File: src/rtl/isel_pkg.sv
package isel_pkg;

   typedef enum logic [1:0] {
      SEL_IDLE     = 2'd0,
      SEL_ONE      = 2'd1,
      SEL_CONFLICT = 2'd2
   } sel_status_e;

endpackage

File: src/rtl/isel_enable_guard.sv
module isel_enable_guard
   import isel_pkg::*;
#(
   parameter int PAIRS = 4
) (
   input  logic [PAIRS-1:0] pair_en,
   output sel_status_e      status
);
   localparam int CNT_W = $clog2(PAIRS + 1);

   logic [CNT_W-1:0] active_cnt;

   always_comb begin
      active_cnt = '0;
      for (int k = 0; k < PAIRS; k++) begin
         active_cnt = active_cnt + CNT_W'(pair_en[k]);
      end
   end

   always_comb begin
      if (active_cnt == '0)      status = SEL_IDLE;
      else if (active_cnt == 1)  status = SEL_ONE;
      else                       status = SEL_CONFLICT;
   end

   // a single-pair status must come from a truly one-hot enable field
   always_comb begin
      if (status == SEL_ONE) begin
         a_guard_onehot_r7: assert ($onehot(pair_en));
      end
   end

endmodule

File: src/rtl/isel_pair_stage.sv
module isel_pair_stage #(
   parameter int PAIRS  = 4,
   parameter int DATA_W = 1
) (
   input  logic [PAIRS-1:0]        pair_en,
   input  logic [PAIRS*DATA_W-1:0] cand_hi,
   input  logic [PAIRS*DATA_W-1:0] cand_lo,
   output logic [DATA_W-1:0]       hi_bus,
   output logic [DATA_W-1:0]       lo_bus
);
   logic [PAIRS*DATA_W-1:0] gated_hi;
   logic [PAIRS*DATA_W-1:0] gated_lo;

   // First stage: each pair enable passes its two members onto shared buses
   for (genvar k = 0; k < PAIRS; k++) begin : g_pair
      assign gated_hi[k*DATA_W +: DATA_W] = cand_hi[k*DATA_W +: DATA_W] & {DATA_W{pair_en[k]}};
      assign gated_lo[k*DATA_W +: DATA_W] = cand_lo[k*DATA_W +: DATA_W] & {DATA_W{pair_en[k]}};
   end

   always_comb begin
      hi_bus = '0;
      lo_bus = '0;
      for (int k = 0; k < PAIRS; k++) begin
         hi_bus = hi_bus | gated_hi[k*DATA_W +: DATA_W];
         lo_bus = lo_bus | gated_lo[k*DATA_W +: DATA_W];
      end
   end

   // with no enable, neither bus may carry anything
   always_comb begin
      if (pair_en == '0) begin
         a_bus_quiet_r9: assert (hi_bus == '0 && lo_bus == '0);
      end
   end

endmodule

File: src/rtl/isel_group_stage.sv
module isel_group_stage
   import isel_pkg::*;
#(
   parameter int DATA_W = 1
) (
   input  logic [DATA_W-1:0] hi_bus,
   input  logic [DATA_W-1:0] lo_bus,
   input  logic              grp_hi,
   input  sel_status_e       status,
   output logic [DATA_W-1:0] out_d,
   output logic              err_d
);
   logic [DATA_W-1:0] picked;

   // Second stage: one bit chooses which member of the pair reaches the cell
   assign picked = grp_hi ? hi_bus : lo_bus;

   always_comb begin
      unique case (status)
         SEL_ONE: begin
            out_d = picked;
            err_d = 1'b0;
         end
         SEL_CONFLICT: begin
            out_d = '0;
            err_d = 1'b1;
         end
         default: begin
            out_d = '0;
            err_d = 1'b0;
         end
      endcase
   end

endmodule

File: src/rtl/isel_two_stage.sv
module isel_two_stage
   import isel_pkg::*;
#(
   parameter int PAIRS   = 4,
   parameter int DATA_W  = 1,
   parameter bit OUT_REG = 1'b1
) (
   input  logic                    clk,
   input  logic                    rst_n,
   input  logic [PAIRS*DATA_W-1:0] cand_hi,
   input  logic [PAIRS*DATA_W-1:0] cand_lo,
   input  logic [PAIRS:0]          sel_cfg,
   output logic [DATA_W-1:0]       sel_out,
   output logic                    cfg_err
);
   localparam int GRP_BIT = PAIRS;

   if (PAIRS < 2) begin : g_bad_pairs
      $error("isel_two_stage: PAIRS must be at least 2");
   end
   if (DATA_W < 1) begin : g_bad_width
      $error("isel_two_stage: DATA_W must be at least 1");
   end

   logic [PAIRS-1:0]  pair_en;
   logic              grp_hi;
   sel_status_e       status;
   logic [DATA_W-1:0] hi_bus;
   logic [DATA_W-1:0] lo_bus;
   logic [DATA_W-1:0] out_d;
   logic              err_d;

   assign pair_en = sel_cfg[PAIRS-1:0];
   assign grp_hi  = sel_cfg[GRP_BIT];

   isel_enable_guard #(.PAIRS(PAIRS)) u_guard (
      .pair_en (pair_en),
      .status  (status)
   );

   isel_pair_stage #(.PAIRS(PAIRS), .DATA_W(DATA_W)) u_pairs (
      .pair_en (pair_en),
      .cand_hi (cand_hi),
      .cand_lo (cand_lo),
      .hi_bus  (hi_bus),
      .lo_bus  (lo_bus)
   );

   isel_group_stage #(.DATA_W(DATA_W)) u_group (
      .hi_bus  (hi_bus),
      .lo_bus  (lo_bus),
      .grp_hi  (grp_hi),
      .status  (status),
      .out_d   (out_d),
      .err_d   (err_d)
   );

   if (OUT_REG) begin : g_reg
      logic primed;

      always_ff @(posedge clk or negedge rst_n) begin
         if (!rst_n) begin
            sel_out <= '0;
            cfg_err <= 1'b0;
            primed  <= 1'b0;
         end else begin
            sel_out <= out_d;
            cfg_err <= err_d;
            primed  <= 1'b1;
         end
      end

      p_err_zero_out_r6: assert property (@(posedge clk) disable iff (!rst_n)
         cfg_err |-> sel_out == '0);

      p_conflict_flag_r6: assert property (@(posedge clk) disable iff (!rst_n)
         primed && $countones($past(sel_cfg[PAIRS-1:0])) > 1 |-> cfg_err);

      p_idle_zero_r5: assert property (@(posedge clk) disable iff (!rst_n)
         primed && $past(sel_cfg[PAIRS-1:0]) == '0 |-> sel_out == '0 && !cfg_err);

      p_no_false_err_r7: assert property (@(posedge clk) disable iff (!rst_n)
         primed && $countones($past(sel_cfg[PAIRS-1:0])) <= 1 |-> !cfg_err);
   end else begin : g_comb
      assign sel_out = out_d;
      assign cfg_err = err_d;
   end

endmodule

File: config.mk
export PLATFORM = sky130hd
export DESIGN_NAME = isel_two_stage
export DESIGN_NICKNAME = d
export VERILOG_FILES = /design/src/rtl/isel_pkg.sv /design/src/rtl/isel_enable_guard.sv /design/src/rtl/isel_pair_stage.sv /design/src/rtl/isel_group_stage.sv /design/src/rtl/isel_two_stage.sv
export SDC_FILE = /design/constraint.sdc
export NUM_CORES = 1
export LEC_CHECK = 0
export BUFFER_PORTS_ARGS = -buffer_cell sky130_fd_sc_hd__buf_2
export CAP_MARGIN = 20
export CORE_AREA = 5 5 42 44
export CTS_CLUSTER_SIZE = 8
export DETAILED_ROUTE_END_ITERATION = 10
export DIE_AREA = 0 0 47 49
export HOLD_SLACK_MARGIN = 0.06
export SETUP_SLACK_MARGIN = 0.4
export SLEW_MARGIN = 15
export SYNTH_ARGS = -nofsm -noshare
export SYNTH_HDL_FRONTEND = slang
export SYNTH_SLANG_ARGS = --single-unit
File: constraint.sdc
create_clock -name clk -period 0.8 [get_ports clk]
set_clock_uncertainty 0.05 [all_clocks]
set_input_delay 0.16 -clock clk [delete_from_list [all_inputs] [get_ports clk]]
set_output_delay 0.16 -clock clk [all_outputs]
set_load 0.05 [all_outputs]
==> results.md, run 1 <==
* Path type of the worst min-delay path: input port to async pin
* CP endpoint kind: flip-flop
* Worst path required time at 0.87 ns
* Outcome: finished with violations
* Hold_ws at -0.342 ns
* Synth warnings at 0
* Clk slew on worst S/H paths at 0.04 ns
* Final setup violation count at 4
* Nets@finish at 56
* Vias in the first global route at 232
* Max-slew violations at 0
* Power Density at 1640 mW/mm^2
* Worst path cell trace: buf_8 -> ha_4 -> fa_2 -> ha_4 -> or2_4 -> nor4bb_1
* Net switching power at 0.181 mW
* Lkg Pwr at 0.177 nW
* Number of port buffers at 16
* Most used cell, CP: ha_4
* Top cells by area, synth: dfrtp_1, ha_1, fa_1
* Final core occ at 26.4%
* Area grow syn2layout at 137%
* Vias per Instance at 3.83
* Startpoint Class: input port
* Sw frac at 29.8%
* Die Area at 0.00230 mm^2
* CTS Buffer Depth at 2
* Internal at 0.427 mW
* DR iter-0 viols at 2
* First-pass GRT wire length at 959 um
* Failing checks: hold timing, setup timing
* Die height at 49 um
* RSZ-0062 raised after global routing: yes
* Worst path top cell family by delay: adder cells
* Reg power frac at 20.5%
* CTS tree: built
* Largest net degree at the start of global routing at 3
* Ports at 17
* Htree depth at 1
* Rows at 14
* Mean Syn Cell Area at 12.0 um^2
* Crit-path max FO at 2
* RePlAce Congestion at 0.711
* WP buf/inv at 1
* Setup TNS at -1.43 ns
* F_max at 0.679 GHz
* Routed Antenna Nets at 0
* Initial antenna violation count at 0
* Sequential area share after synthesis at 32.0%
* Cell Area, Synth at 156 um^2
* Max-cap viol count at 0
* Final Cycle Share at 184%
* Synthesized instance count at 13
* Root Driver: clkbuf_4
* Number of diodes at 0
* Relative slew margins at 86.7%
* Clock Power Share at 41.0%
* Final wirelength at 573 um
* WL/cell at 10.8 um
* Fin worst setup slack at -0.673 ns
* Total global routing overflow at 0
* Syn nets at 31
* Synth cell types at 9
* DRC violations left at 0
* Min Tclk post-route at 1.47 ns
* CP max stage cell: fa_2
* CP Class: input port to flip-flop
* Num CTS Buffers at 3
* Combinational power share at 38.5%
* Slowest stage delay, CP at 0.36 ns
* GRT Total Usage at 6.14%
* Area leader, netlist: dfrtp_1
* Clk sink count at 2
* Post-synth top area share at 32.0%
* Max VDD drop at 0.548 mV
* Via count at 203
* CP arrival at 1.54 ns
* Core Region at 0.00140 mm^2
* DRT Pass-1 Iters at 2
* Die X at 47 um
* Layout cells sized above 1 at 75.7%
* FF+latch count, synth at 2
* Initial Utilization at 11.2%
* Worst slew pin tran at 0.197 ns
* Final hold vios at 2
state kept, by name, indices dropped and copies added (netlist names):
name / cells
cfg_err: 1
sel_out: 1
cell usage after synthesis (all sizes together):
cell type,count
a22oi,2
nand3,1
fa,1
ha,2
or2,1
nor4bb,1
nor3,1
a22o,2
dfrtp,2
final timing paths:
path                             from  cells after the start      end  slack, ns
min in group clk           sel_cfg[4]                      3  sel_out       0.19
max in group asynchronous       rst_n                      1  sel_out       0.94
setup / recovery           sel_cfg[1]                      6  sel_out      -0.67
hold / removal                  rst_n                      1  cfg_err      -0.34
metrics by stage:
| stage | hold slack [ns] | cell area [um^2] | setup WS [ns] | cells | total power [mW] |
|---|---|---|---|---|---|
| 2_1_floorplan | -0.186 | 185 | -0.775 | 13 | 0.245 |
| 3_3_place_gp | -0.104 | 315 | -0.971 | 49 | 0.333 |
| 3_5_place_dp | -0.102 | 315 | -0.959 | 49 | 0.334 |
| 4_1_cts | -0.348 | 370 | -0.675 | 53 | 0.626 |
| 5_1_grt | -0.352 | 370 | -0.709 | 53 | 0.664 |
| 6_report | -0.342 | 370 | -0.673 | 53 | 0.608 |
layout by cell type (no fill, tap or decap):
cell,count
buf_2,12
buf_4,4
clkbuf_4,3
buf_6,3
a22o_1,2
a22oi_1,2
ha_4,2
or2_4,1
nor3_1,1
nand3_1,1
nor4bb_1,1
fa_2,1
dfrtp_2,1
clkbuf_1,1
buf_8,1
dfrtp_1,1
layout make-up:
| type | instances | area (um^2) |
|---|---|---|
| clock buffer | 4 | 26.3 |
| fill | 163 | 1030 |
| multi-input combinational | 11 | 134 |
| timing repair buffer | 20 | 139 |
| sequential | 2 | 51.3 |
| tap | 16 | 20.0 |
cells by family after synthesis:
kind of cell    share of synthesized area (%)
fa+ha+maj                                28.8
compound gates                           20.8
simple gates                             18.4
flops                                    32.0
per-layer routing:
layer,GRT usage [%],up-vias,share of wire [%],routed length (um)
met5,0,-,0,0
met3,6.27,0,17,97
li1,-,101,-,-
met2,7.01,15,34,196
met1,7.98,87,49,280
met4,1.38,0,0,0
what timing repair did:
| item | in CTS | in global routing |
|---|---|---|
| setup endpoints to repair | 4 | 4 |
| pin swaps | 5 | 0 |
| setup buffers | 0 | 0 |
| hold endpoints to repair | 2 | 2 |
| resized for setup | 9 | 0 |
power groups by stage:
stage | sequential, mW | clock (mW) | combinational (mW)
final | 0.125 | 0.249 | 0.234
after detailed placement | 0.122 | 0 | 0.212
after floorplan | 0.179 | 0 | 0.0659
after global placement | 0.122 | 0 | 0.211
after global routing | 0.127 | 0.284 | 0.253
after CTS | 0.125 | 0.263 | 0.238
(Power assumes the default switching activity.)
==> inputs of run 2 (changes only) <==
==> constraint.sdc (replaced) <==
create_clock -name clk -period 0.8 [get_ports clk]
set_clock_uncertainty 0.05 [all_clocks]
set_input_delay 0.16 -clock clk [delete_from_list [all_inputs] [get_ports clk]]
set_output_delay 0.16 -clock clk [all_outputs]
set_load 0.1 [all_outputs]
==> run 2 against run 1 <==
The run still ends with hold timing, setup timing left. Non-clock buffer count increased by 2. Clock power about the same. Die area unchanged. Critical path type unchanged. Highest routed layer is now met4.
==> results.md, run 2 (synthesized netlist as in run 1, its figures left out) <==
* Largest net degree at the start of global routing at 3
* DRC violations left at 0
* Commonest non-fill, non-tap cell in the layout: buf_2
* Post-Place Setup Slack at -0.982 ns
* Power Density at 1790 mW/mm^2
* Placement Cell Area at 348 um^2
* RePlAce Congestion at 0.679
* Htree depth at 1
* Startpoint Class: input port
* Rows at 14
* Max-slew violations at 0
* Top flop regs: cfg_err: 1 flops, sel_out: 1 flops
* CP Launch Point: sel_cfg[1]
* Final HPWL DP at 536 um
* First-pass GRT wire length at 1010 um
* Initial Utilization at 11.2%
* Sequential cell area at 53.8 um^2
* Power Total at 0.743 mW
* Slowest stage delay, CP at 0.36 ns
* Crit-path max FO at 2
* Hold_ws at -0.339 ns
* Die height at 49 um
* Worst slew pin tran at 0.223 ns
* Most used cell, CP: ha_4
* Root Driver: clkbuf_4
* Layout cells sized above 1 at 79.5%
* Outcome: finished with violations
* Clk sink count at 2
* Max VDD drop at 0.440 mV
* Min Tclk post-route at 1.52 ns
* Vias in the first global route at 252
* Final core occ at 29.6%
* Fill count at 157
* CTS tree: built
* Num CTS Buffers at 3
* Path type of the worst min-delay path: input port to async pin
* Clk slew on worst S/H paths at 0.03 ns
* CTS Buffer Depth at 2
* Worst path required time at 0.87 ns
* Core Region at 0.00140 mm^2
* Vias per Instance at 3.95
* Worst setup path endpoint: sel_out
* DR iter-0 viols at 0
* Die Area at 0.00230 mm^2
* GRT Total Usage at 6.55%
* Number of diodes at 0
* Final hold vios at 2
* CP endpoint kind: flip-flop
* Final Cycle Share at 190%
* Final setup violation count at 4
* Worst path cell trace: buf_8 -> ha_4 -> fa_2 -> ha_4 -> or2_4 -> nor4bb_2
* Nets@finish at 58
* Die X at 47 um
* Relative slew margins at 84.9%
* Max-cap viol count at 0
* CP max stage cell: fa_2
* Final wirelength at 621 um
* Via count at 217
* DRT Pass-1 Iters at 1
* Lkg Pwr at 0.195 nW
* Initial antenna violation count at 0
* WL/cell at 11.3 um
* Ports at 17
* RSZ-0062 raised after global routing: yes
* F_max at 0.659 GHz
* Total global routing overflow at 0
* Routed Antenna Nets at 0
* CP Class: input port to flip-flop
* Multi-input gate area at 140 um^2
* Area grow syn2layout at 166%
* Fin worst setup slack at -0.718 ns
* Number of port buffers at 16
* CP arrival at 1.58 ns
* Failing checks: hold timing, setup timing
* Cell area after layout at 415 um^2
* Commonest cells after routing, fill and taps aside: buf_2, buf_4, clkbuf_4
## run 2: through the flow
step	cells	TNS [ns]
after floorplan	13	-1.63
after global placement	49	-1.75
after detailed placement	49	-1.76
after CTS	55	-1.83
after global routing	55	-1.95
final	55	-1.86
## run 2: area by class of cell
type / count / share of cell area (%)
clock buffers: 4 / 6.33
multi-input cells: 11 / 33.7
flip-flops and latches: 2 / 13.0
well taps: 16 / 4.82
repair buffers: 22 / 42.2
## run 2: how the worst min path moves through the flow
| stage | endpoint | slack [ns] | startpoint |
|---|---|---|---|
| final | cfg_err | -0.34 | rst_n |
| after global routing | cfg_err | -0.34 | rst_n |
| after CTS | cfg_err | -0.35 | rst_n |
| after detailed placement | sel_out | -0.10 | rst_n |
| after global placement | sel_out | -0.11 | rst_n |
| after floorplan | sel_out | -0.19 | rst_n |
## run 2: power breakdown
part | switching, mW | internal [mW] | leakage (nW)
Sequential | 0.0129 | 0.123 | 0.0239
Combinational | 0.180 | 0.181 | 0.156
Clock | 0.0611 | 0.185 | 0.0150
Total | 0.254 | 0.488 | 0.195
## run 2: repair_timing
| action | CTS | global route |
|---|---|---|
| endpoints found under the setup margin | 4 | 4 |
| resized for setup | 6 | 1 |
| hold endpoints to repair | 2 | 2 |
| setup buffers | 2 | 0 |
| pin swaps | 5 | 0 |
## run 2: routing by layer
| metal | up-vias | share of wire [%] | global-route usage, % |
|---|---|---|---|
| met1 | 94 | 40 | 7.25 |
| met2 | 17 | 40 | 8.60 |
| met5 | - | 0 | 0 |
| met3 | 2 | 17 | 4.80 |
| li1 | 104 | - | - |
| met4 | 0 | 2.4 | 4.15 |
## run 2: critical path, delay by kind of cell
kind,cells,cell delay (ns)
buffers and inverters,1,0.10
adders and majority gates,3,0.83
and+or+nand+nor,2,0.50
